[src/rtl/fwd_pkg.sv]
package fwd_pkg;

   typedef enum logic [1:0] {
      SRC_RF  = 2'b00,
      SRC_WB  = 2'b01,
      SRC_MEM = 2'b10
   } opnd_src_e;

endpackage

[src/rtl/fwd_match.sv]
module fwd_match #(
   parameter int REG_AW        = 5,
   parameter bit ZERO_IS_CONST = 1'b1
) (
   input  logic [REG_AW-1:0] src,
   input  logic              wen,
   input  logic [REG_AW-1:0] dst,
   output logic              hit
);

   generate
      if (ZERO_IS_CONST) begin : g_zero_const
         assign hit = wen && (dst != '0) && (dst == src);
      end else begin : g_zero_plain
         assign hit = wen && (dst == src);
      end
   endgenerate

endmodule

[src/rtl/fwd_alu_sel.sv]
module fwd_alu_sel
   import fwd_pkg::*;
#(
   parameter int XLEN          = 32,
   parameter int REG_AW        = 5,
   parameter bit ZERO_IS_CONST = 1'b1
) (
   input  logic [REG_AW-1:0] src,
   input  logic [XLEN-1:0]   rf_val,
   input  logic              em_wen,
   input  logic [REG_AW-1:0] em_dst,
   input  logic [XLEN-1:0]   em_val,
   input  logic              mw_wen,
   input  logic [REG_AW-1:0] mw_dst,
   input  logic [XLEN-1:0]   mw_val,
   output logic [1:0]        sel,
   output logic [XLEN-1:0]   opnd
);

   logic      em_hit;
   logic      mw_hit;
   opnd_src_e pick;

   fwd_match #(.REG_AW(REG_AW), .ZERO_IS_CONST(ZERO_IS_CONST)) u_em_cmp (
      .src(src), .wen(em_wen), .dst(em_dst), .hit(em_hit)
   );

   fwd_match #(.REG_AW(REG_AW), .ZERO_IS_CONST(ZERO_IS_CONST)) u_mw_cmp (
      .src(src), .wen(mw_wen), .dst(mw_dst), .hit(mw_hit)
   );

   // younger producer first
   always_comb begin
      if (em_hit) begin
         pick = SRC_MEM;
      end else if (mw_hit) begin
         pick = SRC_WB;
      end else begin
         pick = SRC_RF;
      end
   end

   always_comb begin
      unique case (pick)
         SRC_MEM: opnd = em_val;
         SRC_WB:  opnd = mw_val;
         default: opnd = rf_val;
      endcase
   end

   assign sel = pick;

   always_comb begin
      AST_EM_NEEDS_MATCH: assert (sel != 2'b10 || (em_wen && em_dst == src)) else $error("EX/MEM select without matching writer");
      AST_EM_ZERO_BLOCKED: assert (!ZERO_IS_CONST || sel != 2'b10 || em_dst != '0) else $error("register 0 forwarded from EX/MEM");
      AST_WB_NEEDS_MATCH: assert (sel != 2'b01 || (mw_wen && mw_dst == src)) else $error("MEM/WB select without matching writer");
      AST_WB_YIELDS: assert (sel != 2'b01 || !(em_wen && em_dst == src && (!ZERO_IS_CONST || em_dst != '0))) else $error("older stage chosen over younger");
      AST_NO_WEN_NO_FWD: assert ((em_wen || mw_wen) || sel == 2'b00) else $error("forward with all write enables low");
      AST_RF_PASS: assert (sel != 2'b00 || opnd == rf_val) else $error("register-file operand altered");
      AST_SEL_LEGAL: assert (sel != 2'b11) else $error("illegal select code");
   end

endmodule

[src/rtl/fwd_store_sel.sv]
module fwd_store_sel #(
   parameter int XLEN          = 32,
   parameter int REG_AW        = 5,
   parameter bit ZERO_IS_CONST = 1'b1
) (
   input  logic [REG_AW-1:0] st_reg,
   input  logic [XLEN-1:0]   st_val,
   input  logic              mw_wen,
   input  logic              mw_is_load,
   input  logic [REG_AW-1:0] mw_dst,
   input  logic [XLEN-1:0]   mw_val,
   output logic              st_fwd,
   output logic [XLEN-1:0]   wdata
);

   logic load_wr;

   assign load_wr = mw_wen & mw_is_load;

   fwd_match #(.REG_AW(REG_AW), .ZERO_IS_CONST(ZERO_IS_CONST)) u_ld_cmp (
      .src(st_reg), .wen(load_wr), .dst(mw_dst), .hit(st_fwd)
   );

   assign wdata = st_fwd ? mw_val : st_val;

   always_comb begin
      AST_ST_LOAD_ONLY: assert (!st_fwd || (mw_is_load && mw_wen)) else $error("store forwarded from non-load");
      AST_ST_REG_MATCH: assert (!st_fwd || mw_dst == st_reg) else $error("store forwarded on register mismatch");
      AST_ST_ZERO_BLOCKED: assert (!ZERO_IS_CONST || !st_fwd || mw_dst != '0) else $error("register 0 forwarded to store");
      AST_ST_PASS: assert (st_fwd || wdata == st_val) else $error("store data altered without forward");
   end

endmodule

[src/rtl/fwd_unit.sv]
module fwd_unit
   import fwd_pkg::*;
#(
   parameter int XLEN          = 32,
   parameter int REG_AW        = 5,
   parameter int NUM_SRC       = 2,
   parameter bit ZERO_IS_CONST = 1'b1
) (
   input  logic [NUM_SRC-1:0][REG_AW-1:0] ex_src_reg,
   input  logic [NUM_SRC-1:0][XLEN-1:0]   ex_rf_val,
   input  logic                           em_wen,
   input  logic [REG_AW-1:0]              em_dst,
   input  logic [XLEN-1:0]                em_val,
   input  logic                           mw_wen,
   input  logic                           mw_is_load,
   input  logic [REG_AW-1:0]              mw_dst,
   input  logic [XLEN-1:0]                mw_val,
   input  logic [REG_AW-1:0]              mem_st_reg,
   input  logic [XLEN-1:0]                mem_st_val,
   output logic [NUM_SRC-1:0][1:0]        alu_sel,
   output logic [NUM_SRC-1:0][XLEN-1:0]   alu_opnd,
   output logic                           st_fwd,
   output logic [XLEN-1:0]                st_wdata
);

   localparam int NUM_REGS = 1 << REG_AW;

   generate
      if (XLEN < 1) begin : g_bad_xlen
         $error("XLEN must be at least 1");
      end
      if (REG_AW < 1 || REG_AW > 8) begin : g_bad_aw
         $error("REG_AW must lie in 1..8");
      end
      if (NUM_SRC < 1 || NUM_SRC > 4) begin : g_bad_nsrc
         $error("NUM_SRC must lie in 1..4");
      end
      if (NUM_REGS < 2) begin : g_bad_regs
         $error("register file too small");
      end
   endgenerate

   genvar gi;
   generate
      for (gi = 0; gi < NUM_SRC; gi++) begin : g_opnd
         fwd_alu_sel #(
            .XLEN(XLEN), .REG_AW(REG_AW), .ZERO_IS_CONST(ZERO_IS_CONST)
         ) u_sel (
            .src    (ex_src_reg[gi]),
            .rf_val (ex_rf_val[gi]),
            .em_wen (em_wen),
            .em_dst (em_dst),
            .em_val (em_val),
            .mw_wen (mw_wen),
            .mw_dst (mw_dst),
            .mw_val (mw_val),
            .sel    (alu_sel[gi]),
            .opnd   (alu_opnd[gi])
         );
      end
   endgenerate

   fwd_store_sel #(
      .XLEN(XLEN), .REG_AW(REG_AW), .ZERO_IS_CONST(ZERO_IS_CONST)
   ) u_store (
      .st_reg     (mem_st_reg),
      .st_val     (mem_st_val),
      .mw_wen     (mw_wen),
      .mw_is_load (mw_is_load),
      .mw_dst     (mw_dst),
      .mw_val     (mw_val),
      .st_fwd     (st_fwd),
      .wdata      (st_wdata)
   );

endmodule

[config.mk]
export PLATFORM = sky130hd
export DESIGN_NAME = fwd_unit
export DESIGN_NICKNAME = d
export VERILOG_FILES = /design/src/rtl/fwd_pkg.sv /design/src/rtl/fwd_match.sv /design/src/rtl/fwd_alu_sel.sv /design/src/rtl/fwd_store_sel.sv /design/src/rtl/fwd_unit.sv
export SDC_FILE = /design/constraint.sdc
export NUM_CORES = 1
export LEC_CHECK = 0
export ABC_AREA = 0
export BUFFER_PORTS_ARGS = -buffer_cell sky130_fd_sc_hd__buf_2
export CORE_AREA = 2 2 111 113
export DETAILED_ROUTE_END_ITERATION = 8
export DIE_AREA = 0 0 113 115
export PLACE_DENSITY = 0.65
export SYNTH_ARGS = -nofsm -noshare
export SYNTH_HDL_FRONTEND = slang
export SYNTH_SLANG_ARGS = --single-unit
export TNS_END_PERCENT = 30
[constraint.sdc]
create_clock -name vclk -period 3.8
set_clock_uncertainty 0.15 [all_clocks]
set_input_delay 0.76 -clock vclk [all_inputs]
set_output_delay 0.76 -clock vclk [all_outputs]
set_load 0.02 [all_outputs]
## After elaboration in Yosys (flattened, before gate mapping)

Cells that the tools add are included.
Widths: inputs -> output; s select.

- Flip-flop bits (word level): 0
- Word-level logic and storage cells: 27

- Equal/unequal tests: 9
- Multiplexer cells: 7
- Bitwise logic cells: 1
- Reductions and logical operators: 10

Operator list:

| cell | number |
|---|---|
| $pmux 32 s2 | 2 |
| $mux 32 | 1 |
| $eq 5x5->1 | 5 |
| $reduce_bool 5->1 | 2 |
| $logic_and 1x1->1 | 8 |
| $eq 2x1->1 const B | 2 |
| $eq 2x2->1 const B | 2 |
| $mux 2 | 2 |
| $mux 1 | 2 |
| $and 1x1->1 | 1 |

## Depth between registers and ports, before layout

- Depth in word-level cells: 7
- Gate-level depth with buffers: 6
- Depth with buffers taken out: 5

## Cells and area by module

From an unflattened synthesis, not the netlist that was laid out.

- Cells, all modules: 305
- Area total of the unflattened synthesis: 2371.0 um^2

By module, submodules not included:

| module | instances | cells each | area an instance (um^2) | sequential area each (um^2) |
|---|---|---|---|---|
| fwd_alu_sel | 2 | 109 | 719.4 | 0.0 |
| fwd_store_sel | 1 | 37 | 550.5 | 0.0 |
| fwd_match | 5 | 10 | 76.3 | 0.0 |

## Worst setup path before layout

OpenSTA, ideal clock, no wires.

- Path type: input -> output
- Start: input port em_dst[4]
- End: output port alu_sel[2] in the netlist's numbering
- Arrival time: 2.319 ns
- Required time: 2.890 ns
- Path slack: 0.571 ns
- Cell stages on the path: 6
- Path buffers: 1
- Path through: or4_4 > o211ai_2 > or2_1 > buf_2 > inv_2 > nor4_2

RTL lines:

| what | RTL line | RTL |
|---|---|---|
| start: declaration | fwd_unit.sv:12 | `input logic [REG_AW-1:0] em_dst,` |
| end: declaration | fwd_unit.sv:20 | `output logic [NUM_SRC-1:0][1:0] alu_sel,` |

==> metrics.yaml <==
track_usage_pct: 24.66
rsz0062_at_grt: "false"
netlist_area_sq_um: 3037
vias: 5307
ys_types: 24
die_y_um: 115
chipWidth_um: 113
synth_top_area_cell: "o31ai_1"
cp_max_fo: 23
avgSynthCellArea_sq_um: 5.989
violations: "DRC"
cpMostUsedCell: "buf_2"
outcome: "finished, violations left"
dr_wl_met3_um: 1872
power_frac_comb_pct: 100.0
fin_crit_sh_pct: 97.28
final_antenna_net_count: 0
dp_slack_ns: 0.06785
netSwitchingPower_uw: 464.8
netSwitchingFraction_pct: 65.15
maxCapViolCount: 0
cp_slowest_cell: "or2_2"
synth_fp_nets: 695
cp_top_family: "buffers and inverters"
fillCellCount: 1320
final_area_sq_um: 4792
hold_buffers: 0
worstHoldPathType: "in2out"
syn-instance-count: 507
timing.setup.tns_ns: 0
diodes: 0
layout_min_cycle_time_ns: 3.697
netlist.area_leader.share_pct: 15.82
worstSetupPathType: "in2out"
coreArea_sq_um: 11810
gp_congestion: 0.8761
dieArea_sq_um: 13000
drt-total-wl_um: 17540
slew_violations: 0
crit_path_end_kind: "primary output"
synthMostInstantiatedCell: "nand2_1"
total_power_uw: 713.4
dpl.hpwl_um: 13320
yosys_warnings: 0
synth_common_cells: "nand2_1 (97), nor4_1 (65), a31oi_1 (64), nor3_1 (64), o31ai_1 (64)"
p_clk_share_pct: 0
intPower_uw: 248.6
route.met2.wl_um: 8419
pwr-share-seq_pct: 0
drcViolationCount: 18
relSlewSlack_pct: 35.21
cpPeakStageDelay_ns: 0.57
gr-total-overflow: 0
clock_buffers: 0
vias_per_cell: 5.884
startpoint_type: "input pin"
drtIter0Drc: 501
wl_per_cell_um: 19.44
dp_cells: 902
cp.required_ns: 2.89
grt_antenna_before_repair: 0
path_buf_inv: 3
start_util_pct: 25.71
std_cell_rows: 40
hold_viol: 0
grt_pass1_wl_um: 26210
grt_max_degree: 35
wl_met1_um: 6913
p_leak_uw: 0.001922
finalNonFillerCells: 902
grt_pass1_vias: 5102
setup_slack_ns: 0.1034
tightest_slew_ns: 0.9702
first_pass_iters: 8
p_per_area_nw_per_um2: 148.9
peakVddDrop_mv: 0.07419
ys_seq_area_share_pct: 0
final-setup-viol-count: 0
io_pins: 289
drive_gt1_share_pct: 49.27
regArea_sq_um: 0
netlist_top_cells_area: "o31ai_1 (16%), nor4_1 (13%), a31oi_1 (13%), nand2_1 (12%), mux2_2 (11%)"
port_buffers: 289
place_area_sq_um: 4787
cp.arrival_ns: 2.79
finalNetCount: 945
syn2layout_area_growth_pct: 57.81
fmax_ghz: 0.2705
n_sequential_cell: 0
top_layer_used: "met4"
crit_chain: "buf_2 > xor2_1 > or2_2 > buf_4 > o31ai_1 > a31oi_1 > buf_2"
-- path summary, 6_finish.rpt --
path	start	to	cells after the start
setup / recovery	mw_dst[2]	alu_opnd[47]	7
hold / removal	mem_st_val[20]	st_wdata[20]	3
-- cell families after synthesis --
kind of cell,Yosys count,share of synthesized area [%]
xor+xnor,25,7.211
simple gates,239,39.31
buf+inv,78,10.96
mux,32,11.87
compound gates,133,30.65
-- metal layers --
layer / global-route usage [%] / up-vias
met1: 31.16 / 2447
li1: - / 2450
met3: 3.901 / 33
met5: 0 / -
met2: 43.79 / 377
met4: 6.423 / 0
-- area by class of cell --
| cell class | count | area, sq um | area share, % |
|---|---|---|---|
| multi-input combinational | 429 | 2870 | 59.90 |
| tap | 147 | 183.9 | 3.838 |
| inverter | 3 | 11.26 | 0.2350 |
| timing repair buffer | 323 | 1727 | 36.03 |
-- power by group through the flow --
stage | Combinational (uW) | Sequential [uW] | Clock (uW)
after floorplan | 382 | 0 | 0
after global routing | 756 | 0 | 0
after global placement | 694 | 0 | 0
final | 713 | 0 | 0
after CTS | 699 | 0 | 0
after detailed placement | 696 | 0 | 0
-- per-stage QoR --
stage	hold slack, ns	util [%]
global route	1.712	40.57
global placement	1.691	40.53
finish	1.693	40.57
floorplan	1.559	-
CTS	1.697	40.53
detailed placement	1.696	40.53
-- worst min-delay path, stage by stage --
cell and delay (ns):
buf_2 0.07, mux2_1 0.10, buf_2 0.15
-- layout by cell type, fill, tap and decap left out --
cell type / n
buf_2: 289
nand2_1: 97
nor4_1: 65
o31ai_1: 64
nor3_1: 64
a31oi_1: 64
buf_4: 32
mux2_2: 29
xnor2_1: 15
xor2_4: 6
xor2_1: 4
nand4_1: 3
mux2_1: 3
o211ai_4: 2
or2_1: 2
inv_2: 2
or2_2: 2
a211oi_4: 2
nor4_2: 2
buf_12: 2
or4_4: 1
inv_1: 1
a21bo_2: 1
or3_4: 1
or3_1: 1
nor3_4: 1
-- repair_timing --
item / in CTS / in global routing
hold endpoints to repair: 0 / 0
buffers inserted: 0 / 0
endpoints found under the setup margin: 0 / 1
gates resized for setup: 0 / 1
Power figures use the tool's default switching activity.
